### src/rtl/wdf1_pkg.sv
`timescale 1ns/1ps
package wdf1_pkg;

  // Adaptor variant, chosen from the range of the reflection coefficient.
  typedef enum logic [1:0] {
    ADP_T1 = 2'd0,  // 1/2 < gamma < 1,   gamma = 1 - alpha
    ADP_T2 = 2'd1,  // 0 < gamma <= 1/2,  gamma = alpha
    ADP_T3 = 2'd2,  // -1/2 <= gamma < 0, gamma = -alpha
    ADP_T4 = 2'd3   // -1 < gamma < -1/2, gamma = alpha - 1
  } adaptor_e;

  // Integer numerator of alpha over 2^frac from the two digit masks.
  function automatic int alpha_num(input logic [31:0] pos, input logic [31:0] neg);
    return int'(pos) - int'(neg);
  endfunction

endpackage

### src/rtl/wdf1_csd_scale.sv
`timescale 1ns/1ps
// Constant multiply of the difference wave by alpha, built as a chain of
// shifted adds/subtracts, one stage per nonzero signed digit.
// The chain runs with FRAC_W extra low bits so every shift is exact; the
// result is floored once at the end.
module wdf1_csd_scale #(
  parameter int unsigned DIFF_W = 11,
  parameter int unsigned FRAC_W = 8,
  parameter logic [FRAC_W:0] POS = '0,
  parameter logic [FRAC_W:0] NEG = '0
) (
  input  logic signed [DIFF_W-1:0] diff,
  output logic signed [DIFF_W+1:0] prod
);

  localparam int unsigned ACC_W = DIFF_W + FRAC_W + 2;
  localparam int unsigned STAGES = FRAC_W + 1;

  logic signed [ACC_W-1:0] diff_x;
  logic signed [ACC_W-1:0] acc [0:STAGES];
  logic [FRAC_W-1:0] unused_frac;

  assign diff_x = ACC_W'(diff);
  assign acc[0] = '0;

  for (genvar i = 0; i < STAGES; i++) begin : g_digit
    if (POS[i]) begin : g_add
      assign acc[i+1] = acc[i] + (diff_x <<< i);
    end else if (NEG[i]) begin : g_sub
      assign acc[i+1] = acc[i] - (diff_x <<< i);
    end else begin : g_pass
      assign acc[i+1] = acc[i];
    end
  end

  // Dropping the low FRAC_W bits of a two's complement value is a floor.
  assign prod        = $signed(acc[STAGES][ACC_W-1:FRAC_W]);
  assign unused_frac = acc[STAGES][FRAC_W-1:0];

endmodule

### src/rtl/wdf1_gamma_map.sv
`timescale 1ns/1ps
// Turns the alpha-scaled difference into the gamma-scaled difference
// according to the adaptor variant.
module wdf1_gamma_map
  import wdf1_pkg::*;
#(
  parameter int unsigned DIFF_W = 11,
  parameter adaptor_e    ADAPTOR = ADP_T2
) (
  input  logic signed [DIFF_W-1:0] diff,
  input  logic signed [DIFF_W+1:0] prod,
  output logic signed [DIFF_W+1:0] refl
);

  localparam int unsigned G_W = DIFF_W + 2;

  logic signed [G_W-1:0] diff_x;
  assign diff_x = G_W'(diff);

  if (ADAPTOR == ADP_T1) begin : g_t1
    assign refl = diff_x - prod;
  end else if (ADAPTOR == ADP_T2) begin : g_t2
    assign refl = prod;
  end else if (ADAPTOR == ADP_T3) begin : g_t3
    assign refl = -prod;
  end else begin : g_t4
    assign refl = prod - diff_x;
  end

endmodule

### src/rtl/wdf1_sat.sv
`timescale 1ns/1ps
// Signed saturation from IN_W bits down to OUT_W bits.
module wdf1_sat #(
  parameter int unsigned IN_W  = 14,
  parameter int unsigned OUT_W = 8
) (
  input  logic signed [IN_W-1:0]  din,
  output logic signed [OUT_W-1:0] dout
);

  localparam logic signed [OUT_W-1:0] OUT_HI = {1'b0, {(OUT_W-1){1'b1}}};
  localparam logic signed [OUT_W-1:0] OUT_LO = {1'b1, {(OUT_W-1){1'b0}}};

  always_comb begin
    if (din > IN_W'(OUT_HI)) begin
      dout = OUT_HI;
    end else if (din < IN_W'(OUT_LO)) begin
      dout = OUT_LO;
    end else begin
      dout = din[OUT_W-1:0];
    end
  end

endmodule

### src/rtl/wdf1_allpass.sv
`timescale 1ns/1ps
// First-order wave digital allpass section: one symmetric two-port adaptor
// with its second port closed through a unit delay.
//   a1 = input, a2 = delay state, b1 = output, b2 = next state
//   g  = gamma * (a2 - a1);  b1 = g + a2;  b2 = g + a1
module wdf1_allpass
  import wdf1_pkg::*;
#(
  parameter int unsigned      DATA_W    = 8,
  parameter int unsigned      GUARD_W   = 2,
  parameter int unsigned      FRAC_W    = 8,
  parameter adaptor_e         ADAPTOR   = ADP_T2,
  parameter logic [FRAC_W:0]  ALPHA_POS = 9'b001010100,
  parameter logic [FRAC_W:0]  ALPHA_NEG = 9'b000000000
) (
  input  logic                     clk,
  input  logic                     rst_n,
  input  logic                     in_valid,
  input  logic signed [DATA_W-1:0] in_sample,
  output logic                     out_valid,
  output logic signed [DATA_W-1:0] out_sample
);

  localparam int unsigned ST_W  = DATA_W + GUARD_W;  // delay state width
  localparam int unsigned DF_W  = ST_W + 1;          // difference wave
  localparam int unsigned G_W   = DF_W + 2;          // scaled waves
  localparam int unsigned SUM_W = G_W + 1;           // adaptor outputs

  // ---------------------------------------------------------------- state
  logic signed [ST_W-1:0]   state_q;
  logic signed [DATA_W-1:0] out_q;
  logic                     vld_q;

  // ------------------------------------------------------------ datapath
  logic signed [DF_W-1:0]   diff;
  logic signed [G_W-1:0]    prod;
  logic signed [G_W-1:0]    refl;
  logic signed [SUM_W-1:0]  sum_b1;
  logic signed [SUM_W-1:0]  sum_b2;
  logic signed [ST_W-1:0]   b2_sat;
  logic signed [DATA_W-1:0] b1_sat;

  assign diff = DF_W'(state_q) - DF_W'(in_sample);

  wdf1_csd_scale #(
    .DIFF_W (DF_W),
    .FRAC_W (FRAC_W),
    .POS    (ALPHA_POS),
    .NEG    (ALPHA_NEG)
  ) u_scale (
    .diff (diff),
    .prod (prod)
  );

  wdf1_gamma_map #(
    .DIFF_W  (DF_W),
    .ADAPTOR (ADAPTOR)
  ) u_gmap (
    .diff (diff),
    .prod (prod),
    .refl (refl)
  );

  assign sum_b1 = SUM_W'(refl) + SUM_W'(state_q);
  assign sum_b2 = SUM_W'(refl) + SUM_W'(in_sample);

  wdf1_sat #(.IN_W(SUM_W), .OUT_W(DATA_W)) u_sat_out (
    .din  (sum_b1),
    .dout (b1_sat)
  );

  wdf1_sat #(.IN_W(SUM_W), .OUT_W(ST_W)) u_sat_state (
    .din  (sum_b2),
    .dout (b2_sat)
  );

  // ---------------------------------------------------------- next state
  logic                     adv;
  logic signed [ST_W-1:0]   state_d;
  logic signed [DATA_W-1:0] out_d;
  logic                     vld_d;

  always_comb begin
    adv     = in_valid;
    state_d = b2_sat;
    out_d   = b1_sat;
    vld_d   = in_valid;
  end

  // ------------------------------------------------------------ registers
  always_ff @(posedge clk or negedge rst_n) begin
    if (!rst_n) begin
      vld_q <= 1'b0;
    end else begin
      vld_q <= vld_d;
    end
  end

  always_ff @(posedge clk or negedge rst_n) begin
    if (!rst_n) begin
      state_q <= '0;
      out_q   <= '0;
    end else if (adv) begin
      state_q <= state_d;
      out_q   <= out_d;
    end
  end

  assign out_valid  = vld_q;
  assign out_sample = out_q;

endmodule

### config.mk
export PLATFORM = sky130hd
export DESIGN_NAME = wdf1_allpass
export DESIGN_NICKNAME = d
export VERILOG_FILES = /design/src/rtl/wdf1_pkg.sv /design/src/rtl/wdf1_csd_scale.sv /design/src/rtl/wdf1_gamma_map.sv /design/src/rtl/wdf1_sat.sv /design/src/rtl/wdf1_allpass.sv
export SDC_FILE = /design/constraint.sdc
export NUM_CORES = 1
export LEC_CHECK = 0
export BUFFER_PORTS_ARGS = -buffer_cell sky130_fd_sc_hd__buf_2
export CELL_PAD_IN_SITES_DETAIL_PLACEMENT = 0
export CELL_PAD_IN_SITES_GLOBAL_PLACEMENT = 2
export CORE_ASPECT_RATIO = 2
export CORE_MARGIN = 4
export CORE_UTILIZATION = 35
export CTS_CLUSTER_SIZE = 28
export DETAILED_ROUTE_END_ITERATION = 12
export PLACE_DENSITY = 0.77
export SETUP_SLACK_MARGIN = 0.3
export SKIP_LAST_GASP = 1
export SLEW_MARGIN = 40
export SYNTH_ARGS = -nofsm -noshare
export SYNTH_HDL_FRONTEND = slang
export SYNTH_SLANG_ARGS = --single-unit
### constraint.sdc
create_clock -name clk -period 6.6 [get_ports clk]
set_input_delay 0.33 -clock clk [delete_from_list [all_inputs] [get_ports clk]]
set_output_delay 0.33 -clock clk [all_outputs]
set_load 0.02 [all_outputs]
After elaboration in Yosys (flattened, before gate mapping)
Index checks and enable logic that the tools add are counted.

storage, ports and cells
  bits in registers = 19
  input bits = 11
  output and inout bits = 9

cells by class
  add/subtract/negate cells = 5
  $lt $le $gt $ge = 4
  muxes and demuxes = 4

operators with widths
  cell                  count
  $mux 10               2
  $add 16x17->18        1
  $add 13x15->16        1
  $mux 8                2
  $gt 14x10->1 const B  1
  $gt 14x8->1 const B   1
  $lt 14x10->1 const B  1
  $lt 14x8->1 const B   1
  $add 10x10->11        1
  $add 10x8->11         1
  $sub 10x8->11         1

Depth between registers and ports, before layout
Gate-level depths: netlist (run 1).

  depth in word-level cells = 7
  gate-level depth with buffers = 27
  gate-level depth less buffers = 27

Modules after synthesis
A second synthesis (run 1) with hierarchy kept.

unflattened totals
  cell total of the unflattened synthesis = 427
  area total of the unflattened synthesis = 3616.0 um^2

by module, submodules not included
  module                  times used  cells an instance  area each (um^2)  sequential area each (um^2)
  wdf1_allpass            1           282                2418.6            475.5
  wdf1_csd_scale          1           73                 636.9             0.0
  wdf1_sat (u_sat_state)  1           36                 260.2             0.0
  wdf1_sat (u_sat_out)    1           23                 202.7             0.0
  wdf1_gamma_map          1           13                 97.6              0.0

Least setup slack after synthesis (run 1)
No wires, ideal clock.

  path kind = register to register
  from = register state_q[0]
  to = register out_q[6] (netlist: out_sample[6])
  library setup time = 116 ps
  data arrival time = 5447 ps
  required time = 6484 ps
  path slack = 1037 ps
  stages on the path, launching flop included = 25
  buffers on the path = 0
  period minus slack after synthesis = 5563 ps
  cells stage by stage = dfrtp_1 inv_1 ha_1 inv_1 fa_1 a21o_1 a21o_1 a211o_1 a221oi_4 xnor2_1 ha_1 ha_1 nand3_1 or3b_2 a31oi_1 o21a_1 nor2_1 xnor2_1 ha_1 o21a_1 o211ai_1 mux2i_1 or4_1 o311a_1 o311ai_0

on the way
  cells in the longest elaborated chain, start to end = 7
  elaborated cells on any way between the ends = 8
  those cells by class = add/sub: 4; order compare: 2; mux: 2

RTL lines
  what                    line                  text
  from (decl)             wdf1_allpass.sv:30    logic signed [ST_W-1:0] state_q;
  from (signal assigned)  wdf1_allpass.sv:104   state_q <= state_d;
  $sub 10x8->11           wdf1_allpass.sv:43    assign diff = DF_W'(state_q) - DF_W'(in_sample);
  $add 13x15->16          wdf1_csd_scale.sv:28  assign acc[i+1] = acc[i] + (diff_x <<< i);
  $add 16x17->18          wdf1_csd_scale.sv:28
  $add 10x10->11 (*)      wdf1_allpass.sv:64    assign sum_b1 = SUM_W'(refl) + SUM_W'(state_q);
  $lt 14x8->1             wdf1_sat.sv:17        end else if (din < IN_W'(OUT_LO)) begin
  $mux 8                  wdf1_sat.sv:17
  $mux 8 (*)              wdf1_sat.sv:15        if (din > IN_W'(OUT_HI)) begin
  to (signal assigned)    wdf1_allpass.sv:105   out_q <= out_d;
  to (decl)               wdf1_allpass.sv:31    logic signed [DATA_W-1:0] out_q;

Mark *: on every way between the ends. The rest lies on a longest branch, timed or not.
A chain may end at the register's enable or synchronous reset.

Worst setup path in the final report (run 1)
  from = register state_q[1]
  to = register out_q[2] (netlist: out_sample[2])

The elaborated chain is that of the path after synthesis.

==> flow_metrics.py, run 1 <==
metrics = {
    "drt": {
        "drt_iter0_markers": 26,
        "drc_errors": 0,
        "wl_per_cell_microns": 16.7,
        "drt_pass1_iterations": 4,
        "ant_nets": 0,
        "vias_per_cell": 5.50,
        "routed_wl_microns": 7550,
        "num_vias": 2485,
    },
    "yosys": {
        "async_flop_share": 1.00,
        "yosysWarnings": 0,
        "synth.distinct_cells": 54,
        "synth_ff_type": "dfrtp_1",
        "synthTopCellsByArea": "ha_1 (21%), dfrtp_1 (17%), xnor2_1 (7.9%)",
        "syn_nets": 397,
        "syn_area_per_cell_sq_um": 8.59,
        "synth_top_cell_area_share": 0.209,
        "seq_area_frac_synth": 0.166,
        "synth_edf_count": 0,
        "yosysMostFrequentCell": "ha_1",
        "synth_commonest_cells": "ha_1 (48), nor2_1 (31), inv_1 (29)",
        "syn_inst": 334,
        "syn_area_sq_um": 2870,
        "synth.largest_area_cell": "ha_1",
        "ys_seq_elements": 19,
    },
    "clocking": {
        "clock_sinks": 19,
        "cts_hold_buf": 0,
        "insertion_delay_ns": 0.26,
        "ctsHtreeMaxLevel": 1,
        "cts_buffers": 3,
        "clkTransAtPathRegs_ns": 0.06,
        "cts_buffer_depth": 2,
        "root_buffer": "clkbuf_16",
        "cts_tree": "yes",
    },
    "worst_setup_path": {
        "cp-startpoint": "state_q[1]$_DFFE_PN0P_",
        "r2r_end": "out_sample[2]$_DFFE_PN0P_",
        "r2r_cells": 23,
        "path_class": "reg2reg",
        "worst-r2r-setup-slack_ns": 0.60,
        "cp_data_arrival_time_ns": 6.14,
        "worstSetupEndpointType": "register",
        "endpoint": "out_sample[2]$_DFFE_PN0P_",
        "start_kind": "register",
        "timing.rr.start": "state_q[1]$_DFFE_PN0P_",
        "cp_max_fo": 7,
        "critPathRequiredTime_ns": 6.75,
    },
    "sta": {
        "rsz0062_at_grt": "no",
        "slew_headroom": 0.533,
        "slew_violations": 0,
        "finalClockSkew_ns": 0.00250,
        "finalSetupViolations": 0,
        "tightest_slew_ns": 0.683,
        "finalCritPeriodShare": 0.909,
        "fmax_mhz": 167,
        "hold_violations": 0,
        "min_period_ns": 6.00,
        "finalSetupTns_ns": 0,
    },
    "grt": {
        "grt_pass1_vias": 2569,
        "overflow": 0,
        "grtUsageTotal": 0.160,
        "antenna_found_initial": 0,
        "grt_pass1_wl_microns": 12300,
        "grt_max_degree": 20,
    },
    "place": {
        "io_buffer_count": 19,
        "gp_congestion": 0.846,
        "dp.final_hpwl_microns": 6290,
    },
    "hold_path": {
        "hp-class": "in2async",
    },
    "floorplan": {
        "row_count": 46,
        "ios": 20,
        "die_area_sq_um": 9790,
        "die_h_microns": 136,
        "die_w_microns": 72.0,
        "start_util": 0.361,
        "core_sq_um": 7940,
    },
    "layout": {
        "syn2layout_area_growth_pct": 17.1,
        "antenna_cells": 0,
        "nets": 420,
        "drive_gt1_frac": 0.185,
    },
    "run_status": {
        "outcome": "complete, no violations",
    },
    "job": {
        "maxCapViolCount": 0,
    },
}
-- layout make-up --
cell class | count | area (sq um)
Clock buffer | 3 | 75.1
Clock inverter | 1 | 7.51
Fill cell | 855 | 4590
Inverter | 29 | 109
Multi-Input combinational cell | 279 | 2430
Sequential cell | 19 | 477
Tap cell | 96 | 120
Timing Repair Buffer | 25 | 140
-- registers in the layout, summed over array words and instances, names as in the netlist --
| signal | flops |
|---|---|
| out_valid | 1 |
| state_q | 10 |
| out_sample | 8 |
-- metrics by stage --
| step | hold slack [ns] | cell area [sq um] | std cells | worst slack, ns | util |
|---|---|---|---|---|---|
| after floorplan | 0.0344 | 2870 | 334 | 1.04 | - |
| after global placement | 0.313 | 3070 | 444 | 0.237 | 0.387 |
| after detailed placement | 0.321 | 3070 | 444 | 0.127 | 0.387 |
| after CTS | 0.0379 | 3180 | 449 | 0.317 | 0.400 |
| after global routing | 0.0543 | 3360 | 452 | 0.302 | 0.423 |
| final | 0.0215 | 3360 | 452 | 0.601 | 0.423 |
-- routing by layer --
layer	part of all wire	GRT usage	up-vias
li1	-	-	1255
met3	0.013	0.00592	15
met5	0	0	-
met4	0.026	0.0617	0
met1	0.36	0.164	1186
met2	0.60	0.325	29
-- critical path: stages, from the launching register on --
cell and delay, ns:
dfrtp_2 0.46, ha_1 0.28, nor2b_1 0.13, o21a_1 0.19, o21a_1 0.20, o31a_1 0.29
o31a_1 0.37, a31oi_4 0.25, xnor2_1 0.17, ha_1 0.27, ha_2 0.37, nand3_1 0.07
or3b_2 0.50, nand2_1 0.10, and2_1 0.16, nor2_2 0.07, ha_1 0.30, inv_2 0.10
o22ai_2 0.12, o41ai_4 0.45, mux2i_1 0.30, mux2i_1 0.13, o221a_4 0.28, o311ai_0 0.32
-- placed cells by master (no fill, tap or decap), types with 8 or more instances in the layout --
cell	netlist	layout
o2bb2ai_1	8	8
xor2_1	13	11
dfrtp_1	19	18
inv_1	29	28
nand2_1	21	20
a21o_1	13	13
buf_2	1	19
xnor2_1	26	22
nor2_1	31	30
ha_1	48	46
o21a_1	9	9
a21oi_1	19	17
o21ai_0	12	11
-- how the worst min path moves through the flow --
stage	to	start	slack (ns)
after floorplan	out_sample[0]$_DFFE_PN0P_	rst_n	0.03
after global placement	state_q[9]$_DFFE_PN0P_	rst_n	0.31
after detailed placement	state_q[9]$_DFFE_PN0P_	rst_n	0.32
after CTS	out_sample[5]$_DFFE_PN0P_	rst_n	0.04
after global routing	state_q[4]$_DFFE_PN0P_	rst_n	0.05
final	state_q[9]$_DFFE_PN0P_	rst_n	0.02
-- cells by family after synthesis --
group | Yosys count | share of synthesized area
compound gates | 104 | 0.281
buf+inv | 36 | 0.0476
xor+xnor | 39 | 0.119
mux | 7 | 0.0249
flops | 19 | 0.166
simple gates | 76 | 0.120
fa+ha+maj | 53 | 0.241
-- timing repair --
action | 4_1_cts | 5_1_grt
resized for setup | 2 | 32
hold endpoints to repair | 0 | 0
cloned | 0 | 0
buffers inserted | 1 | 3
endpoints found under the setup margin | 7 | 16
pin swaps | 1 | 5
Power of run 1 is left out: the tool's default activity adds up to more than one toggle a clock period on the data nets, which glitch-free logic cannot reach.
==> run 2: changes to the inputs <==
--- a/config.mk
+++ b/config.mk
@@ -5,15 +5,16 @@
 export SDC_FILE = /design/constraint.sdc
 export NUM_CORES = 1
 export LEC_CHECK = 0
+export ABC_AREA = 1
 export BUFFER_PORTS_ARGS = -buffer_cell sky130_fd_sc_hd__buf_2
 export CELL_PAD_IN_SITES_DETAIL_PLACEMENT = 0
 export CELL_PAD_IN_SITES_GLOBAL_PLACEMENT = 2
 export CORE_ASPECT_RATIO = 2
 export CORE_MARGIN = 4
-export CORE_UTILIZATION = 35
+export CORE_UTILIZATION = 36
 export CTS_CLUSTER_SIZE = 28
 export DETAILED_ROUTE_END_ITERATION = 12
-export PLACE_DENSITY = 0.77
+export PLACE_DENSITY = 0.84
 export SETUP_SLACK_MARGIN = 0.3
 export SKIP_LAST_GASP = 1
 export SLEW_MARGIN = 40
==> run 2 against run 1 <==
  * Area after synthesis grew 6.9%
  * Sequential share of layout area is essentially flat
  * Clock-buffer cell count is the same
  * Critical path depth grew 4
  * Final cell count grew 22%
  * Die area grew 3.6%
  * Wire length grew 12%
  * Fmax grew 7.7%
  * Sequential cell count is the same
  * Worst setup slack gained 0.43 ns
  * Via count grew 12%
  * Critical endpoint is now out_sample[3]$_DFFE_PN0P_
  * First-iteration DRC count grew to 2.9 times the previous value
==> flow_metrics.py, run 2 <==
metrics = {
    "run_status": {
        "outcome": "complete, no violations",
    },
    "clocking": {
        "clock_sinks": 19,
        "cts_resized": 0,
        "cts_buffer_depth": 2,
        "cts_buffers": 3,
        "cts_hold_buf": 0,
        "post_cts_buffers": 0,
        "insertion_delay_ns": 0.26,
        "ctsHtreeMaxLevel": 1,
        "cts_tree": "yes",
        "clkTransAtPathRegs_ns": 0.06,
        "root_buffer": "clkbuf_16",
    },
    "worst_setup_path": {
        "path_class": "reg2reg",
        "cp_max_fo": 5,
        "critPathRequiredTime_ns": 6.74,
        "r2r_cells": 27,
        "cp_data_arrival_time_ns": 5.71,
        "worstSetupEndpointType": "register",
        "start_kind": "register",
    },
    "yosys": {
        "seq_area_frac_synth": 0.155,
        "yosysMostFrequentCell": "nand2_1",
        "async_flop_share": 1.00,
        "synth.largest_area_cell": "ha_1",
        "syn_nets": 495,
        "synth_edf_count": 0,
        "syn_inst": 432,
        "synth_commonest_cells": "nand2_1 (102), inv_1 (57), ha_1 (48)",
        "synth.distinct_cells": 38,
        "yosysWarnings": 0,
        "synth_ff_type": "dfrtp_1",
        "ys_seq_elements": 19,
        "synthTopCellsByArea": "ha_1 (20%), dfrtp_1 (16%), nand2_1 (12%)",
        "synth_top_cell_area_share": 0.196,
        "syn_area_per_cell_sq_um": 7.10,
        "syn_area_sq_um": 3070,
    },
    "sta": {
        "finalClockSkew_ns": 0.00593,
        "finalSetupTns_ns": 0,
        "min_period_ns": 5.57,
        "finalSetupViolations": 0,
        "tightest_slew_ns": 0.540,
        "rsz0062_at_grt": "no",
        "slew_headroom": 0.637,
        "finalCritPeriodShare": 0.844,
        "slew_violations": 0,
        "hold_violations": 0,
        "fmax_mhz": 180,
    },
    "floorplan": {
        "die_w_microns": 73.3,
        "row_count": 47,
        "core_sq_um": 8290,
        "ios": 20,
        "die_area_sq_um": 10100,
        "die_h_microns": 139,
        "start_util": 0.370,
    },
    "layout": {
        "top_register": "state_q",
        "nets": 517,
        "mostFrequentLayoutCell": "nand2_1",
        "antenna_cells": 0,
        "syn2layout_area_growth_pct": 9.55,
        "largest_register_ff_count": 10,
        "fillers": 917,
        "drive_gt1_frac": 0.150,
        "mostFrequentLayoutCells": "nand2_1 (102), inv_1 (57), ha_1 (48)",
    },
    "drt": {
        "num_vias": 2781,
        "routed_wl_microns": 8420,
        "ant_nets": 0,
        "vias_per_cell": 5.05,
        "drt_pass1_iterations": 4,
        "wl_per_cell_microns": 15.3,
        "drt_iter0_markers": 75,
        "drc_errors": 0,
    },
    "place": {
        "gp_congestion": 0.853,
        "io_buffer_count": 19,
        "dp.final_hpwl_microns": 7520,
    },
    "grt": {
        "overflow": 0,
        "antenna_found_initial": 0,
        "grt_max_degree": 20,
        "grt_pass1_vias": 3014,
        "grtUsageTotal": 0.178,
        "grt_pass1_wl_microns": 14000,
    },
    "hold_path": {
        "hp-class": "in2async",
    },
    "job": {
        "maxCapViolCount": 0,
    },
}
run 2: cell types whose count changed in the layout (fill, tap and decap cells not counted), moves of 6 or more:
cell,before,now
nand2_1,20,102
inv_1,28,57
a21oi_1,17,34
nand3_1,3,20
nand2_2,1,15
xnor2_1,22,9
a21o_1,13,2
xor2_1,11,21
o21a_1,9,0
o2bb2ai_1,8,0
nand3_2,0,7
buf_4,6,0
nand4_1,0,6
run 2: metrics by stage:
stage	cells	area [sq um]	setup WS, ns	utilization	hold WS, ns
after floorplan	432	3070	2.13	-	0.0344
after global placement	547	3280	1.01	0.395	0.301
after detailed placement	547	3280	0.967	0.395	0.302
after CTS	551	3360	0.955	0.405	0.0214
after global routing	551	3360	0.595	0.405	0.0443
final	551	3360	1.03	0.405	0.0118
run 2: cells by family (layout without fill, tap and decap cells):
| family | count (synthesis) | in the layout | synth area share |
|---|---|---|---|
| xor+xnor | 33 | 33 | 0.105 |
| buf+inv | 63 | 84 | 0.0771 |
| flops | 19 | 19 | 0.155 |
| mux | 1 | 1 | 0.00326 |
| fa+ha+maj | 52 | 52 | 0.222 |
| compound gates | 69 | 69 | 0.144 |
| simple gates | 195 | 195 | 0.293 |
run 2: path summary, 6_finish.rpt:
path,start,end,slack [ns]
hold / removal,rst_n,out_sample[5]$_DFFE_PN0P_,0.01
hold reg to reg,out_sample[7]$_DFFE_PN0P_,out_sample[7]$_DFFE_PN0P_,0.49
setup reg to reg,state_q[0]$_DFFE_PN0P_,out_sample[3]$_DFFE_PN0P_,1.03
max in group asynchronous,rst_n,out_sample[7]$_DFFE_PN0P_,6.26
min in group clk,in_valid,out_valid$_DFF_PN0_,0.38
setup / recovery,state_q[0]$_DFFE_PN0P_,out_sample[3]$_DFFE_PN0P_,1.03
run 2: layer usage:
| layer | part of all wire | up-vias | global-route usage |
|---|---|---|---|
| met3 | 0.0091 | 14 | 0.00872 |
| met5 | 0 | - | 0 |
| met2 | 0.62 | 22 | 0.371 |
| met4 | 0.035 | 0 | 0.0749 |
| li1 | - | 1450 | - |
| met1 | 0.33 | 1295 | 0.160 |
run 2: critical path, cell delays in order (launching register included):
cell,delay [ns]
dfrtp_1,0.40
inv_1,0.06
ha_1,0.13
inv_1,0.06
fa_1,0.40
nand3_1,0.10
nand2_2,0.09
a21oi_4,0.22
xnor2_1,0.30
inv_2,0.12
xor2_1,0.17
inv_1,0.07
ha_1,0.28
ha_1,0.37
inv_1,0.06
nor3_1,0.40
nand4_1,0.26
o2111ai_1,0.20
xor2_1,0.28
ha_1,0.34
nand2_1,0.08
nand2_1,0.06
a21oi_1,0.30
nand4_1,0.17
nand2_2,0.12
nand3_4,0.09
a21oi_4,0.25
a21oi_2,0.09
run 2: final cells by class:
class / count / area (sq um) / share of cell area
sequential: 19 / 475 / 0.142
inverter: 61 / 229 / 0.0682
tap: 98 / 123 / 0.0365
timing repair buffer: 19 / 95.1 / 0.0283
multi-input combinational: 350 / 2350 / 0.701
clock inverter: 1 / 7.51 / 0.00223
clock buffer: 3 / 75.1 / 0.0223
Power of run 2 is left out for the same reason.
==> run 3: changes to the inputs <==
==> constraint.sdc (replaced) <==
create_clock -name clk -period 5.8 [get_ports clk]
set_input_delay 0.29 -clock clk [delete_from_list [all_inputs] [get_ports clk]]
set_output_delay 0.29 -clock clk [all_outputs]
set_load 0.02 [all_outputs]
==> run 3 against run 2 <==
  * Design area is 3.5% higher
  * Clock-buffer cell count stayed put
  * First-iteration DRC count is 5.3% lower
  * Global-route usage is 0.14 points higher
  * Sequential share of layout area is 0.48 points lower
  * Utilization is 1.4 points higher
  * Worst setup slack worse by 0.40 ns
  * Via count is 0.22% higher
  * Final cell count is 0.73% higher
  * Clock skew is 0.00065 ns higher
  * Critical endpoint is now out_sample[6]$_DFFE_PN0P_
==> flow_metrics.py, run 3 (synthesis results as in run 2) <==
metrics = {
    "run_status": {
        "outcome": "complete, no violations",
    },
    "drt": {
        "drt_pass1_iterations": 4,
        "num_vias": 2787,
        "vias_per_cell": 5.02,
        "routed_wl_microns": 8380,
        "drc_errors": 0,
        "ant_nets": 0,
        "wl_per_cell_microns": 15.1,
        "drt_iter0_markers": 71,
    },
    "layout": {
        "fillers": 931,
        "mostFrequentLayoutCells": "nand2_1 (102), inv_1 (57), ha_1 (46)",
        "nets": 521,
        "syn2layout_area_growth_pct": 13.4,
        "finalNonFillerCells": 555,
        "mostFrequentLayoutCell": "nand2_1",
        "antenna_cells": 0,
        "largest_register_ff_count": 10,
        "top_register": "state_q",
        "drive_gt1_frac": 0.173,
    },
    "floorplan": {
        "ios": 20,
        "row_count": 47,
        "die_h_microns": 139,
        "die_area_sq_um": 10100,
        "core_sq_um": 8290,
        "die_w_microns": 73.3,
        "start_util": 0.370,
    },
    "worst_setup_path": {
        "crit_top_cell": "inv_1",
        "timing.rr.start": "state_q[0]$_DFFE_PN0P_",
        "path_class": "reg2reg",
        "worstSetupEndpointType": "register",
        "cp_data_arrival_time_ns": 5.31,
        "cp_max_fo": 5,
        "cp-startpoint": "state_q[0]$_DFFE_PN0P_",
        "critPathRequiredTime_ns": 5.94,
        "slowest_stage": "fa_1",
        "start_kind": "register",
        "slowest_delay_ns": 0.41,
    },
    "clocking": {
        "cts_buffer_depth": 2,
        "ctsHtreeMaxLevel": 1,
        "clkTransAtPathRegs_ns": 0.06,
        "insertion_delay_ns": 0.26,
        "cts_buffers": 3,
        "cts_tree": "yes",
        "root_buffer": "clkbuf_16",
        "clock_sinks": 19,
    },
    "sta": {
        "finalSetupViolations": 0,
        "layout_setup_ws_ns": 0.626,
        "fmax_mhz": 193,
        "rsz0062_at_grt": "no",
        "finalSetupTns_ns": 0,
        "slew_violations": 0,
        "min_period_ns": 5.17,
        "hold_violations": 0,
        "finalCritPeriodShare": 0.892,
        "fin_hold_ws_ns": 0.348,
        "slew_headroom": 0.686,
        "finalClockSkew_ns": 0.00658,
        "tightest_slew_ns": 0.469,
    },
    "place": {
        "place_ws_ns": 0.112,
        "io_buffer_count": 19,
        "gp_congestion": 0.820,
        "dp.final_hpwl_microns": 7540,
        "place_inst": 548,
    },
    "hold_path": {
        "worstHoldStart": "in_valid",
        "hp-class": "in2reg",
    },
    "grt": {
        "grt_max_degree": 20,
        "overflow": 0,
        "grt_pass1_wl_microns": 14100,
        "antenna_found_initial": 0,
        "grt_pass1_vias": 2991,
        "grtUsageTotal": 0.179,
    },
    "job": {
        "maxCapViolCount": 0,
    },
}
run 3: cell count changes in the layout (fill, tap and decap cells not counted), moves of 2 or more:
cell	previous run	this run
a21oi_4	2	4
ha_4	0	2
ha_1	48	46
buf_4	0	3
nor3_1	4	2
run 3: critical path: cells and delay by family, from the launching register on:
family,cells,cell delay (ns)
AO/OA/AOI/OAI,6,1.12
adder cells (fa/ha/maj),5,1.34
XOR/XNOR,3,0.47
AND/OR/NAND/NOR,10,1.21
buffers and inverters,6,0.48
flip-flops,1,0.40
run 3: repair_timing:
| action | in CTS | in global routing |
|---|---|---|
| pin swaps | 0 | 4 |
| hold buffers | 1 | 0 |
| gates resized for setup | 3 | 10 |
| buffers inserted | 0 | 2 |
| hold endpoints to repair | 19 | 0 |
| setup endpoints to repair | 16 | 17 |
run 3: per-layer routing:
| layer | global-route usage | vias to the layer above | wire, microns |
|---|---|---|---|
| li1 | - | 1466 | - |
| met1 | 0.166 | 1278 | 2750 |
| met5 | 0 | - | 0 |
| met3 | 0.00727 | 15 | 79 |
| met4 | 0.0759 | 0 | 293 |
| met2 | 0.371 | 28 | 5250 |
run 3: area by class of cell:
type | count | area [sq um] | area share
multi-input cells | 350 | 2440 | 0.702
flip-flops and latches | 19 | 475 | 0.137
inverters | 61 | 229 | 0.0659
repair buffers | 23 | 128 | 0.0367
well taps | 98 | 123 | 0.0353
clock buffers | 3 | 75.1 | 0.0216
clock inverters | 1 | 7.51 | 0.00216
run 3: metrics by stage:
stage	cell area [sq um]	utilization
after floorplan	3070	-
after global placement	3280	0.396
after detailed placement	3280	0.396
after CTS	3390	0.409
after global routing	3480	0.419
final	3480	0.419
run 3: worst paths after layout:
kind	endpoint	slack, ns	cells past startpoint
min in group asynchronous	out_sample[3]$_DFFE_PN0P_	0.52	2
worst min register to register	out_sample[7]$_DFFE_PN0P_	0.49	2
worst min-delay path	out_valid$_DFF_PN0_	0.35	1
worst max-delay path	out_sample[6]$_DFFE_PN0P_	0.63	30
max in group asynchronous	out_sample[7]$_DFFE_PN0P_	4.96	2
worst max register to register	out_sample[6]$_DFFE_PN0P_	0.63	30
Power of run 3 is left out for the same reason.
